===== config.mk =====
export PLATFORM = sky130hd
export DESIGN_NAME = rb_sdo_engine
export DESIGN_NICKNAME = d
export VERILOG_FILES = /design/src/rtl/rb_pkg.sv /design/src/rtl/rb_select_regs.sv /design/src/rtl/rb_frame_mux.sv /design/src/rtl/rb_shifter.sv /design/src/rtl/rb_sdo_engine.sv
export SDC_FILE = /design/constraint.sdc
export NUM_CORES = 1
export LEC_CHECK = 0
export ABC_CLOCK_PERIOD_IN_PS = 3220
export BUFFER_PORTS_ARGS = -buffer_cell sky130_fd_sc_hd__buf_2
export CORE_ASPECT_RATIO = 0.7
export CORE_MARGIN = 2
export CORE_UTILIZATION = 56
export DETAILED_ROUTE_END_ITERATION = 10
export PLACE_DENSITY_LB_ADDON = 0.08
export SLEW_MARGIN = 20
export SYNTH_ARGS = -nofsm -noshare
export SYNTH_HDL_FRONTEND = slang
export SYNTH_SLANG_ARGS = --single-unit

===== constraint.sdc =====
create_clock -name clk -period 3.22 [get_ports clk]
set_input_delay 0.161 -clock clk [delete_from_list [all_inputs] [get_ports clk]]
set_output_delay 0.161 -clock clk [all_outputs]
set_load 0.02 [all_outputs]

===== src/rtl/rb_pkg.sv =====
package rb_pkg;

    localparam int ADDR_W  = 5;
    localparam int DATA_W  = 16;
    localparam int CRC_W   = 8;
    localparam int HDR_W   = 3 + ADDR_W + DATA_W;
    localparam int FRAME_W = HDR_W + CRC_W;

    // bit positions inside the select register
    localparam int MODE_LSB = 8;

    typedef enum logic [1:0] {
        RB_TWO_STAGE = 2'b00,
        RB_STATUS    = 2'b01,
        RB_SHARED    = 2'b10,
        RB_ECHO      = 2'b11
    } rb_mode_e;

    typedef enum logic [1:0] {
        SRC_NONE,
        SRC_REG,
        SRC_STATUS,
        SRC_ECHO
    } rb_src_e;

    typedef struct packed {
        logic              fault;
        logic [ADDR_W-1:0] addr;
        logic [DATA_W-1:0] data;
    } rb_payload_t;

    function automatic logic [CRC_W-1:0] crc_calc(
        input logic [HDR_W-1:0] hdr,
        input logic [CRC_W-1:0] poly
    );
        logic [CRC_W-1:0] c;
        logic             fb;
        c = '0;
        for (int i = HDR_W - 1; i >= 0; i--) begin
            fb = c[CRC_W-1] ^ hdr[i];
            c  = {c[CRC_W-2:0], 1'b0} ^ (fb ? poly : '0);
        end
        return c;
    endfunction

    function automatic logic [FRAME_W-1:0] build_frame(
        input rb_payload_t      p,
        input logic             crc_on,
        input logic [CRC_W-1:0] poly
    );
        logic [HDR_W-1:0] hdr;
        hdr = {2'b10, p};
        return {hdr, (crc_on ? crc_calc(hdr, poly) : {CRC_W{1'b0}})};
    endfunction

endpackage


===== src/rtl/rb_select_regs.sv =====
module rb_select_regs
    import rb_pkg::*;
#(
    parameter logic [ADDR_W-1:0] SEL_ADDR = 5'h13
) (
    input  logic              clk,
    input  logic              rst,
    input  logic              wr_valid,
    input  logic [ADDR_W-1:0] wr_addr,
    input  logic [DATA_W-1:0] wr_data,
    input  logic              frame_start,
    output rb_mode_e          mode,
    output logic [ADDR_W-1:0] sel_reg,
    output logic              pending,
    output logic              shared_flag,
    output logic              echo_phase,
    output logic [ADDR_W-1:0] last_addr,
    output logic [DATA_W-1:0] last_data
);

    logic     sel_write;
    rb_mode_e new_mode;

    assign sel_write = wr_valid && (wr_addr == SEL_ADDR);
    assign new_mode  = rb_mode_e'(wr_data[MODE_LSB+1:MODE_LSB]);

    always_ff @(posedge clk) begin
        if (rst) begin
            mode        <= RB_TWO_STAGE;
            sel_reg     <= '0;
            pending     <= 1'b0;
            shared_flag <= 1'b0;
            echo_phase  <= 1'b0;
            last_addr   <= '0;
            last_data   <= '0;
        end else begin
            if (frame_start) begin
                pending     <= 1'b0;
                shared_flag <= 1'b0;
                if (mode == RB_ECHO) echo_phase <= ~echo_phase;
            end
            if (wr_valid) begin
                shared_flag <= 1'b1;
                last_addr   <= wr_addr;
                last_data   <= wr_data;
            end
            if (sel_write) begin
                mode       <= new_mode;
                sel_reg    <= wr_data[ADDR_W-1:0];
                pending    <= (new_mode == RB_TWO_STAGE);
                echo_phase <= 1'b0;
            end
        end
    end


    sel_load_chk: assert property (@(posedge clk) disable iff (rst)
        sel_write |=> (sel_reg == $past(wr_data[ADDR_W-1:0])));


    two_stage_arm_chk: assert property (@(posedge clk) disable iff (rst)
        (sel_write && new_mode == RB_TWO_STAGE) |=> pending);


    shared_clear_chk: assert property (@(posedge clk) disable iff (rst)
        (frame_start && !wr_valid) |=> !shared_flag);


    echo_toggle_chk: assert property (@(posedge clk) disable iff (rst)
        (frame_start && !wr_valid && mode == RB_ECHO) |=> (echo_phase != $past(echo_phase)));

endmodule


===== src/rtl/rb_frame_mux.sv =====
module rb_frame_mux
    import rb_pkg::*;
#(
    parameter logic [ADDR_W-1:0] STATUS_ADDR = 5'h15,
    parameter logic [CRC_W-1:0]  CRC_POLY    = 8'h07
) (
    input  rb_mode_e           mode,
    input  logic               pending,
    input  logic               shared_flag,
    input  logic               echo_phase,
    input  logic [ADDR_W-1:0]  sel_reg,
    input  logic [DATA_W-1:0]  rd_data,
    input  logic [DATA_W-1:0]  status_word,
    input  logic               fault_in,
    input  logic [ADDR_W-1:0]  last_addr,
    input  logic [DATA_W-1:0]  last_data,
    input  logic               crc_en,
    output logic [FRAME_W-1:0] frame_word,
    output logic               frame_drive
);

    rb_src_e     src;
    rb_payload_t pay;

    always_comb begin
        src = SRC_NONE;
        unique case (mode)
            RB_TWO_STAGE: if (pending) src = SRC_REG;
            RB_STATUS:    src = SRC_STATUS;
            RB_SHARED:    if (shared_flag) src = SRC_STATUS;
            RB_ECHO:      src = echo_phase ? SRC_ECHO : SRC_STATUS;
            default:      src = SRC_NONE;
        endcase
    end

    always_comb begin
        pay.fault = fault_in;
        unique case (src)
            SRC_REG: begin
                pay.addr = sel_reg;
                pay.data = rd_data;
            end
            SRC_STATUS: begin
                pay.addr = STATUS_ADDR;
                pay.data = status_word;
            end
            SRC_ECHO: begin
                pay.addr = last_addr;
                pay.data = last_data;
            end
            default: begin
                pay.addr = '0;
                pay.data = '0;
            end
        endcase
    end

    assign frame_word  = build_frame(pay, crc_en, CRC_POLY);
    assign frame_drive = (src != SRC_NONE);

endmodule


===== src/rtl/rb_shifter.sv =====
module rb_shifter
    import rb_pkg::*;
#(
    parameter bit IDLE_HIGH = 1'b0,
    parameter int W         = FRAME_W
) (
    input  logic         clk,
    input  logic         rst,
    input  logic         sync_n,
    input  logic         sclk,
    input  logic [W-1:0] frame_word,
    input  logic         frame_drive,
    output logic         frame_start,
    output logic         sdo,
    output logic         sdo_oe
);

    logic         sync_q;
    logic         sclk_q;
    logic         first_q;
    logic         oe_q;
    logic         launch;
    logic [W-1:0] sh_q;

    assign frame_start = sync_q & ~sync_n;
    assign launch      = sclk & ~sclk_q;

    always_ff @(posedge clk) begin
        if (rst) begin
            sync_q  <= 1'b1;
            sclk_q  <= IDLE_HIGH;
            first_q <= 1'b0;
            oe_q    <= 1'b0;
            sh_q    <= '0;
        end else begin
            sync_q <= sync_n;
            sclk_q <= sclk;
            if (frame_start) begin
                sh_q    <= frame_word;
                oe_q    <= frame_drive;
                first_q <= !IDLE_HIGH;
            end else if (sync_n) begin
                oe_q <= 1'b0;
            end else if (launch) begin
                if (first_q) first_q <= 1'b0;
                else         sh_q    <= {sh_q[W-2:0], 1'b0};
            end
        end
    end

    assign sdo    = sh_q[W-1];
    assign sdo_oe = oe_q;


    release_chk: assert property (@(posedge clk) disable iff (rst)
        sync_n |=> !sdo_oe);


    hold_between_edges_chk: assert property (@(posedge clk) disable iff (rst)
        (!frame_start && !launch) |=> $stable(sh_q));

endmodule


===== src/rtl/rb_sdo_engine.sv =====
module rb_sdo_engine
    import rb_pkg::*;
#(
    parameter bit                IDLE_HIGH   = 1'b0,
    parameter logic [ADDR_W-1:0] SEL_ADDR    = 5'h13,
    parameter logic [ADDR_W-1:0] STATUS_ADDR = 5'h15,
    parameter logic [CRC_W-1:0]  CRC_POLY    = 8'h07
) (
    input  logic              clk,
    input  logic              rst,
    input  logic              sync_n,
    input  logic              sclk,
    input  logic              crc_en,
    input  logic              fault_in,
    input  logic [DATA_W-1:0] status_word,
    input  logic              wr_valid,
    input  logic [ADDR_W-1:0] wr_addr,
    input  logic [DATA_W-1:0] wr_data,
    output logic [ADDR_W-1:0] rd_addr,
    input  logic [DATA_W-1:0] rd_data,
    output logic              sdo,
    output logic              sdo_oe
);

    rb_mode_e           mode;
    logic [ADDR_W-1:0]  sel_reg;
    logic               pending;
    logic               shared_flag;
    logic               echo_phase;
    logic [ADDR_W-1:0]  last_addr;
    logic [DATA_W-1:0]  last_data;
    logic [FRAME_W-1:0] frame_word;
    logic               frame_drive;
    logic               frame_start;

    rb_select_regs #(.SEL_ADDR(SEL_ADDR)) u_regs (
        .clk         (clk),
        .rst         (rst),
        .wr_valid    (wr_valid),
        .wr_addr     (wr_addr),
        .wr_data     (wr_data),
        .frame_start (frame_start),
        .mode        (mode),
        .sel_reg     (sel_reg),
        .pending     (pending),
        .shared_flag (shared_flag),
        .echo_phase  (echo_phase),
        .last_addr   (last_addr),
        .last_data   (last_data)
    );

    rb_frame_mux #(.STATUS_ADDR(STATUS_ADDR), .CRC_POLY(CRC_POLY)) u_mux (
        .mode        (mode),
        .pending     (pending),
        .shared_flag (shared_flag),
        .echo_phase  (echo_phase),
        .sel_reg     (sel_reg),
        .rd_data     (rd_data),
        .status_word (status_word),
        .fault_in    (fault_in),
        .last_addr   (last_addr),
        .last_data   (last_data),
        .crc_en      (crc_en),
        .frame_word  (frame_word),
        .frame_drive (frame_drive)
    );

    rb_shifter #(.IDLE_HIGH(IDLE_HIGH), .W(FRAME_W)) u_shift (
        .clk         (clk),
        .rst         (rst),
        .sync_n      (sync_n),
        .sclk        (sclk),
        .frame_word  (frame_word),
        .frame_drive (frame_drive),
        .frame_start (frame_start),
        .sdo         (sdo),
        .sdo_oe      (sdo_oe)
    );


    assign rd_addr = sel_reg;


    reset_idle_chk: assert property (@(posedge clk)
        $past(rst) |-> (!sdo_oe && rd_addr == '0));

endmodule


## Word-level counts from Yosys, hierarchy flattened

Cells that the tools add are included.

| storage, ports and cells | value |
|---|---|
| register bits after elaboration | 67 |
| word-level logic and storage cells | 125 |

| cells by class | value |
|---|---|
| equality and inequality tests | 9 |
| reduce and logical (&&, ||, !) cells | 14 |
| bitwise logic cells | 49 |
| multiplexer cells | 40 |

Operators by type and width:

| operator | number |
|---|---|
| bitwise XOR 8 bit | 21 |
| 2-to-1 mux 32 bit | 4 |
| 2-to-1 mux 3 bit | 22 |
| case mux 21 bit (3 select lines) | 1 |
| bitwise XOR 1 bit | 20 |
| 2-to-1 mux 1 bit | 10 |
| nonzero test 2 bit | 5 |
| equality test 2 bit (second input constant) | 4 |
| 2-to-1 mux 8 bit | 1 |
| case mux 2 bit (4 select lines) | 1 |
| AND reduction 3 bit | 2 |
| equality test 5 bit (second input constant) | 1 |
| equality test 2 x 1 -> 1 bit (second input constant) | 2 |
| logical NOT 2 bit | 2 |
| inverter 1 bit | 4 |
| AND reduction 2 bit | 2 |
| OR reduction 2 bit | 2 |
| inverter 3 bit | 1 |
| bitwise AND 1 bit | 2 |
| 2-to-1 mux 2 bit | 1 |
| inequality test 2 x 1 -> 1 bit (second input constant) | 1 |
| inequality test 2 bit (second input constant) | 1 |
| logical AND 1 bit | 1 |
| bitwise XOR 1 bit (first input constant) | 1 |

## Logic depth before layout (Yosys ltp)

| logic depth | value |
|---|---|
| depth after elaboration | 69 |
| mapped depth | 12 |
| mapped depth without buffers | 8 |

## Cells and area by module

From an unflattened synthesis, not the netlist that was laid out.

| second synthesis, totals | value |
|---|---|
| cell total of the unflattened synthesis | 477 |
| area total of the unflattened synthesis | 4,324.1 sq um |

Modules (own cells, without submodules):

| module | cells an instance | instances | area an instance (sq um) |
|---|---|---|---|
| rb_shifter | 194 | 1 | 1,767.9 |
| rb_frame_mux | 162 | 1 | 1,372.6 |
| rb_select_regs | 121 | 1 | 1,183.6 |

## Worst setup path after synthesis

OpenSTA, ideal clock, no wires.

| timing | value |
|---|---|
| kind | register to register |
| start point | register u_regs.mode[1] |
| end point | register u_shift.sh_q[2] |
| setup time | 76 ps |
| path slack | 527 ps |
| cell stages (with the launch flop) | 10 |
| arrival time | 2,617 ps |
| path through | dfxtp_1 -> buf_4 -> or4b_1 -> o221ai_1 -> a211oi_1 -> or3b_1 -> xor2_1 -> xnor3_1 -> xnor3_1 -> o22ai_1 |

| between the ends | value |
|---|---|
| cells in the longest elaborated chain, start to end | 35 |

RTL lines:

| element | RTL line | source |
|---|---|---|
| from (decl) | rb_select_regs.sv:12 | `output rb_mode_e mode,` |
| from (signal assigned) | rb_select_regs.sv:48 | `mode <= new_mode;` |
| equality test 2 bit (tied with other cells) | rb_frame_mux.sv:27 | `unique case (mode)` |
| case mux 2 bit (4 select lines) * | rb_frame_mux.sv:27 |  |
| equality test 2 bit / equality test 2 x 1 -> 1 bit (equally long branches) | rb_frame_mux.sv:38 | `unique case (src)` |
| case mux 21 bit (3 select lines) * | rb_frame_mux.sv:38 |  |
| bitwise XOR 1 bit | rb_pkg.sv:40 | `fb = c[CRC_W-1] ^ hdr[i];` |
| 2-to-1 mux 3 bit | rb_pkg.sv:41 | `c = {c[CRC_W-2:0], 1'b0} ^ (fb ? poly : '0);` |
| bitwise XOR 8 bit (6 in a row) | rb_pkg.sv:41 |  |
| bitwise XOR 1 bit / bitwise XOR 8 bit (equally long branches) | rb_pkg.sv:40, rb_pkg.sv:41 |  |
| [... 11 more ...] | - |  |
| bitwise XOR 8 bit (4 in a row) | rb_pkg.sv:41 |  |
| bitwise XOR 1 bit / bitwise XOR 8 bit (equally long branches) | rb_pkg.sv:40, rb_pkg.sv:41 |  |
| 2-to-1 mux 3 bit (tied with other cells) | rb_pkg.sv:41 |  |
| bitwise XOR 8 bit (tied with other cells) | rb_pkg.sv:41 |  |
| bitwise XOR 8 bit / 2-to-1 mux 3 bit (equally long branches) | rb_pkg.sv:41 |  |
| bitwise XOR 8 bit * | rb_pkg.sv:41 |  |
| 2-to-1 mux 8 bit * | rb_pkg.sv:53 | `return {hdr, (crc_on ? crc_calc(hdr, poly) : {CRC_W{1'b0}})};` |
| 2-to-1 mux 32 bit * | rb_shifter.sv:38 | `if (frame_start) begin` |
| to (signal assigned) | rb_shifter.sv:39 | `sh_q <= frame_word;` |
| to (signal assigned) | rb_shifter.sv:46 | `else sh_q <= {sh_q[W-2:0], 1'b0};` |
| to (decl) | rb_shifter.sv:23 | `logic [W-1:0] sh_q;` |

Mark *: on every way between the ends. The rest lies on a longest branch, timed or not.
A chain may end at the register's enable or synchronous reset.

## Worst setup path in the final report

| timing | value |
|---|---|
| start point | register u_regs.mode[0] |
| end point | register u_shift.sh_q[2] |

The elaborated chain is that of the path after synthesis.

==> metrics <==
Setup CP Type=reg2reg; Hold/Removal Path Class=in2reg; max_slew headroom=around half; Startpoint Class=register; share of the synthesized area in the top cell type=34.6%; pwr dens=about 400 nW/um2; # clock sinks=67; via count=about 3.8k; maximum clock rate=343 MHz; synthesized flop and latch total=67; Critical Path Sink Type=register; minimum clock period=2.91 ns; worst hold path cell count=2; Final Max Slew Viols=0; Hold Path End=u_shift.sclk_q; Max rail drop VDD=0.311 mV; Clock Latency Late Sink=between 0.3 and 0.4 ns; drc violations=0; largest area contributor in the netlist=dfxtp_1; critical-path maximum fanout=18; number of flops mapped to enable cells by yosys=0; Mapped Cells=449; Avg Cell Area, Syn=8.64 um2; Post-synth ARST share=0%; Post-Synth Simple-Gate Area=between 20% and 30%; drt pass-1 iters=7; vias in the first global route=3,417; Post-Synth Adder-Cell Area=0%; max incr delay on CP=around 0.53 ns; number of flip-flops in the largest register=32; combinational family with the most area after synthesis=simple AND/OR/NAND/NOR gates; Die Area=7620 um2; RR Endpoint=u_shift.sh_q[2]; total wire length=11,400 um; Final #Nets=575; number of buffers and inverters on the critical path=0; r2r worst-path depth=8; CP required=3.49 ns; # IOs=67; CTS Root Cell=clkbuf_8; Global Route Usage Sum=32.0%; max cap viols=0; fin area=about 4500 um2; CTS tree=built; area growth from synthesis to layout=16.6%; fin crit share=90.4%; status=finished, final reports clean; pin count of the biggest net entering global routing=43; Starting Density=57.7%; Detail Route Antenna Nets=0; CTS Buf Count=9; RSZ-0062 raised after global routing=false; IO buf count=66; CP top delay family=XOR/XNOR gates; core area=6730 um2; Reg clk slew, reported paths=about 0.08 ns; Longest Clk Path Bufs=2; clock skew=about 0.011 ns; post-synthesis mux area share=around 6.7%; commonest register cell after synthesis=dfxtp_1; ranking of synthesized cells by area=dfxtp_1 35%, mux2i_1 6.7%, nor2_1 5.7%, xnor2_1 5.2%, nand2_1 4.5%; reg2reg setup slack=0.31 ns; Post-Syn Nets=509; die width=approximately 100 um; CP Data Arrival Time=3.19 ns; leakage=~2 nW; post-synthesis xor/xnor area fraction=13.6%; global route overflow=0; CTS hold repair buffers=0; gpl congestion=1.01; dpl hpwl=8580 um; Regs by FF count=u_shift.sh_q (32), u_regs.last_data (16); crit path cell chain=and3b_1 > a211oi_1 > a211oi_1 > or3b_1 > xor2_1 > xnor3_1 > xnor3_1 > o22ai_1; layout cell share with drive strength beyond 1=22.2%; Final TNS setup=0 ns; Final setup viols=0; Seq/Total Area, Yosys=34.6%; synth warn=0; Fin. Hold Viols=0; Slew @ Worst Pin=roughly 0.77 ns; count of cell types in the netlist=59; min-delay src=sclk; drt initial violations=441; row cnt=25; post-synthesis compound-gate area fraction=19.4%; global-route wire length before repair=18,000 um; slowest cell on the critical path=dfxtp_2; r2r startpoint=u_regs.mode[0]; Antenna Cells=0; die height=73.6 um; DR vias/cell=6.13; initial antenna violation count=0; placed cell areas=4330 um2; WL/cell=18.6 um; htree depth=3; mapped cell area=3880 um2; Biggest register=u_shift.sh_q
cells by family (layout without fill, tap and decap cells):
kind of cell           count (synthesis)  count (layout)
AND/OR/NAND/NOR                      169             169
AO/OA/AOI/OAI                         97              97
flip-flops                            67              67
XOR/XNOR                              49              49
buffers and inverters                 41             111
multiplexers                          26              26
synth_stat cells (all sizes together) (3+ instances only):
cell     instances
xnor3            6
a21o             3
nand2b           5
xnor2           23
dfxtp           67
mux2i           26
nand2           47
clkbuf          18
nand3b           6
a2bb2oi          3
and3            13
nor2            60
nand3            8
a311oi           5
a31oi            3
o21ai            3
nor3            11
o32ai            4
nor2b            4
a21oi           21
xor2            19
a222oi          11
buf             16
a22oi            6
a211oi          13
a221oi           5
o22ai            7
inv              7
cells in the final DEF (no fill, tap or decap), types with 4 or more instances in the layout:
cell type and count:
a211oi_1 13, a21oi_1 20, a221oi_1 5, a222oi_1 11, a22oi_1 6, a311oi_1 5
and3_1 13, buf_2 66, buf_4 23, clkbuf_8 9, dfxtp_1 65, inv_1 7
mux2i_1 26, nand2_1 47, nand2b_1 5, nand3_1 8, nand3b_1 6, nor2_1 58
nor2b_1 4, nor3_1 11, o22ai_1 7, xnor2_1 23, xnor3_1 6, xor2_1 19
worst max path at each step:
stage,start,to,slack (ns),cells after the start
3_3_place_gp,u_regs.mode[0],u_shift.sh_q[7],0.31,8
3_5_place_dp,u_regs.mode[0],u_shift.sh_q[2],0.19,8
6_report,u_regs.mode[0],u_shift.sh_q[2],0.31,8
2_1_floorplan,u_regs.mode[1],u_shift.sh_q[2],0.53,9
4_1_cts,u_regs.mode[0],u_shift.sh_q[2],0.15,8
5_1_grt,u_regs.mode[0],u_shift.sh_q[2],0.06,8
power by group:
| part | switching (mW) | internal (mW) | total (mW) |
|---|---|---|---|
| combinational | 0.125 | 0.102 | 0.228 |
| sequential | 0.0241 | 0.859 | 0.883 |
| clock | 0.346 | 0.354 | 0.700 |
| total | 0.496 | 1.32 | 1.81 |
final cells by class:
cell class	instances	area [um2]
Inverter	7	26.3
Sequential cell	67	1340
Multi-Input combinational cell	341	2340
Timing Repair Buffer	89	503
Tap cell	94	118
Clock buffer	9	124
Fill cell	582	2200
Clock inverter	6	66.3
layer usage:
layer / GRT usage, % / share of wire (%) / vias to the layer above
met4: 9.36 / 1.9 / 0
li1: - / - / 1750
met3: 8.94 / 11 / 21
met1: 46.9 / 45 / 1784
met2: 45.5 / 42 / 203
met5: 0 / 0 / -
metrics by stage:
stage	hold slack (ns)	util (%)	worst slack, ns	std cells	power [mW]
global route	0.0241	67.2	0.0626	613	1.89
global placement	0.386	64.3	0.305	598	1.12
detailed placement	0.392	64.3	0.187	598	1.12
finish	0.0407	67.2	0.309	613	1.81
CTS	0.0249	67.2	0.147	613	1.82
floorplan	0.281	-	0.527	449	1.03
repair_timing:
item / CTS / global route
buffers inserted: 0 / 0
gates resized for setup: 0 / 2
setup endpoints to repair: 0 / 2
Power figures use the tool's default switching activity.
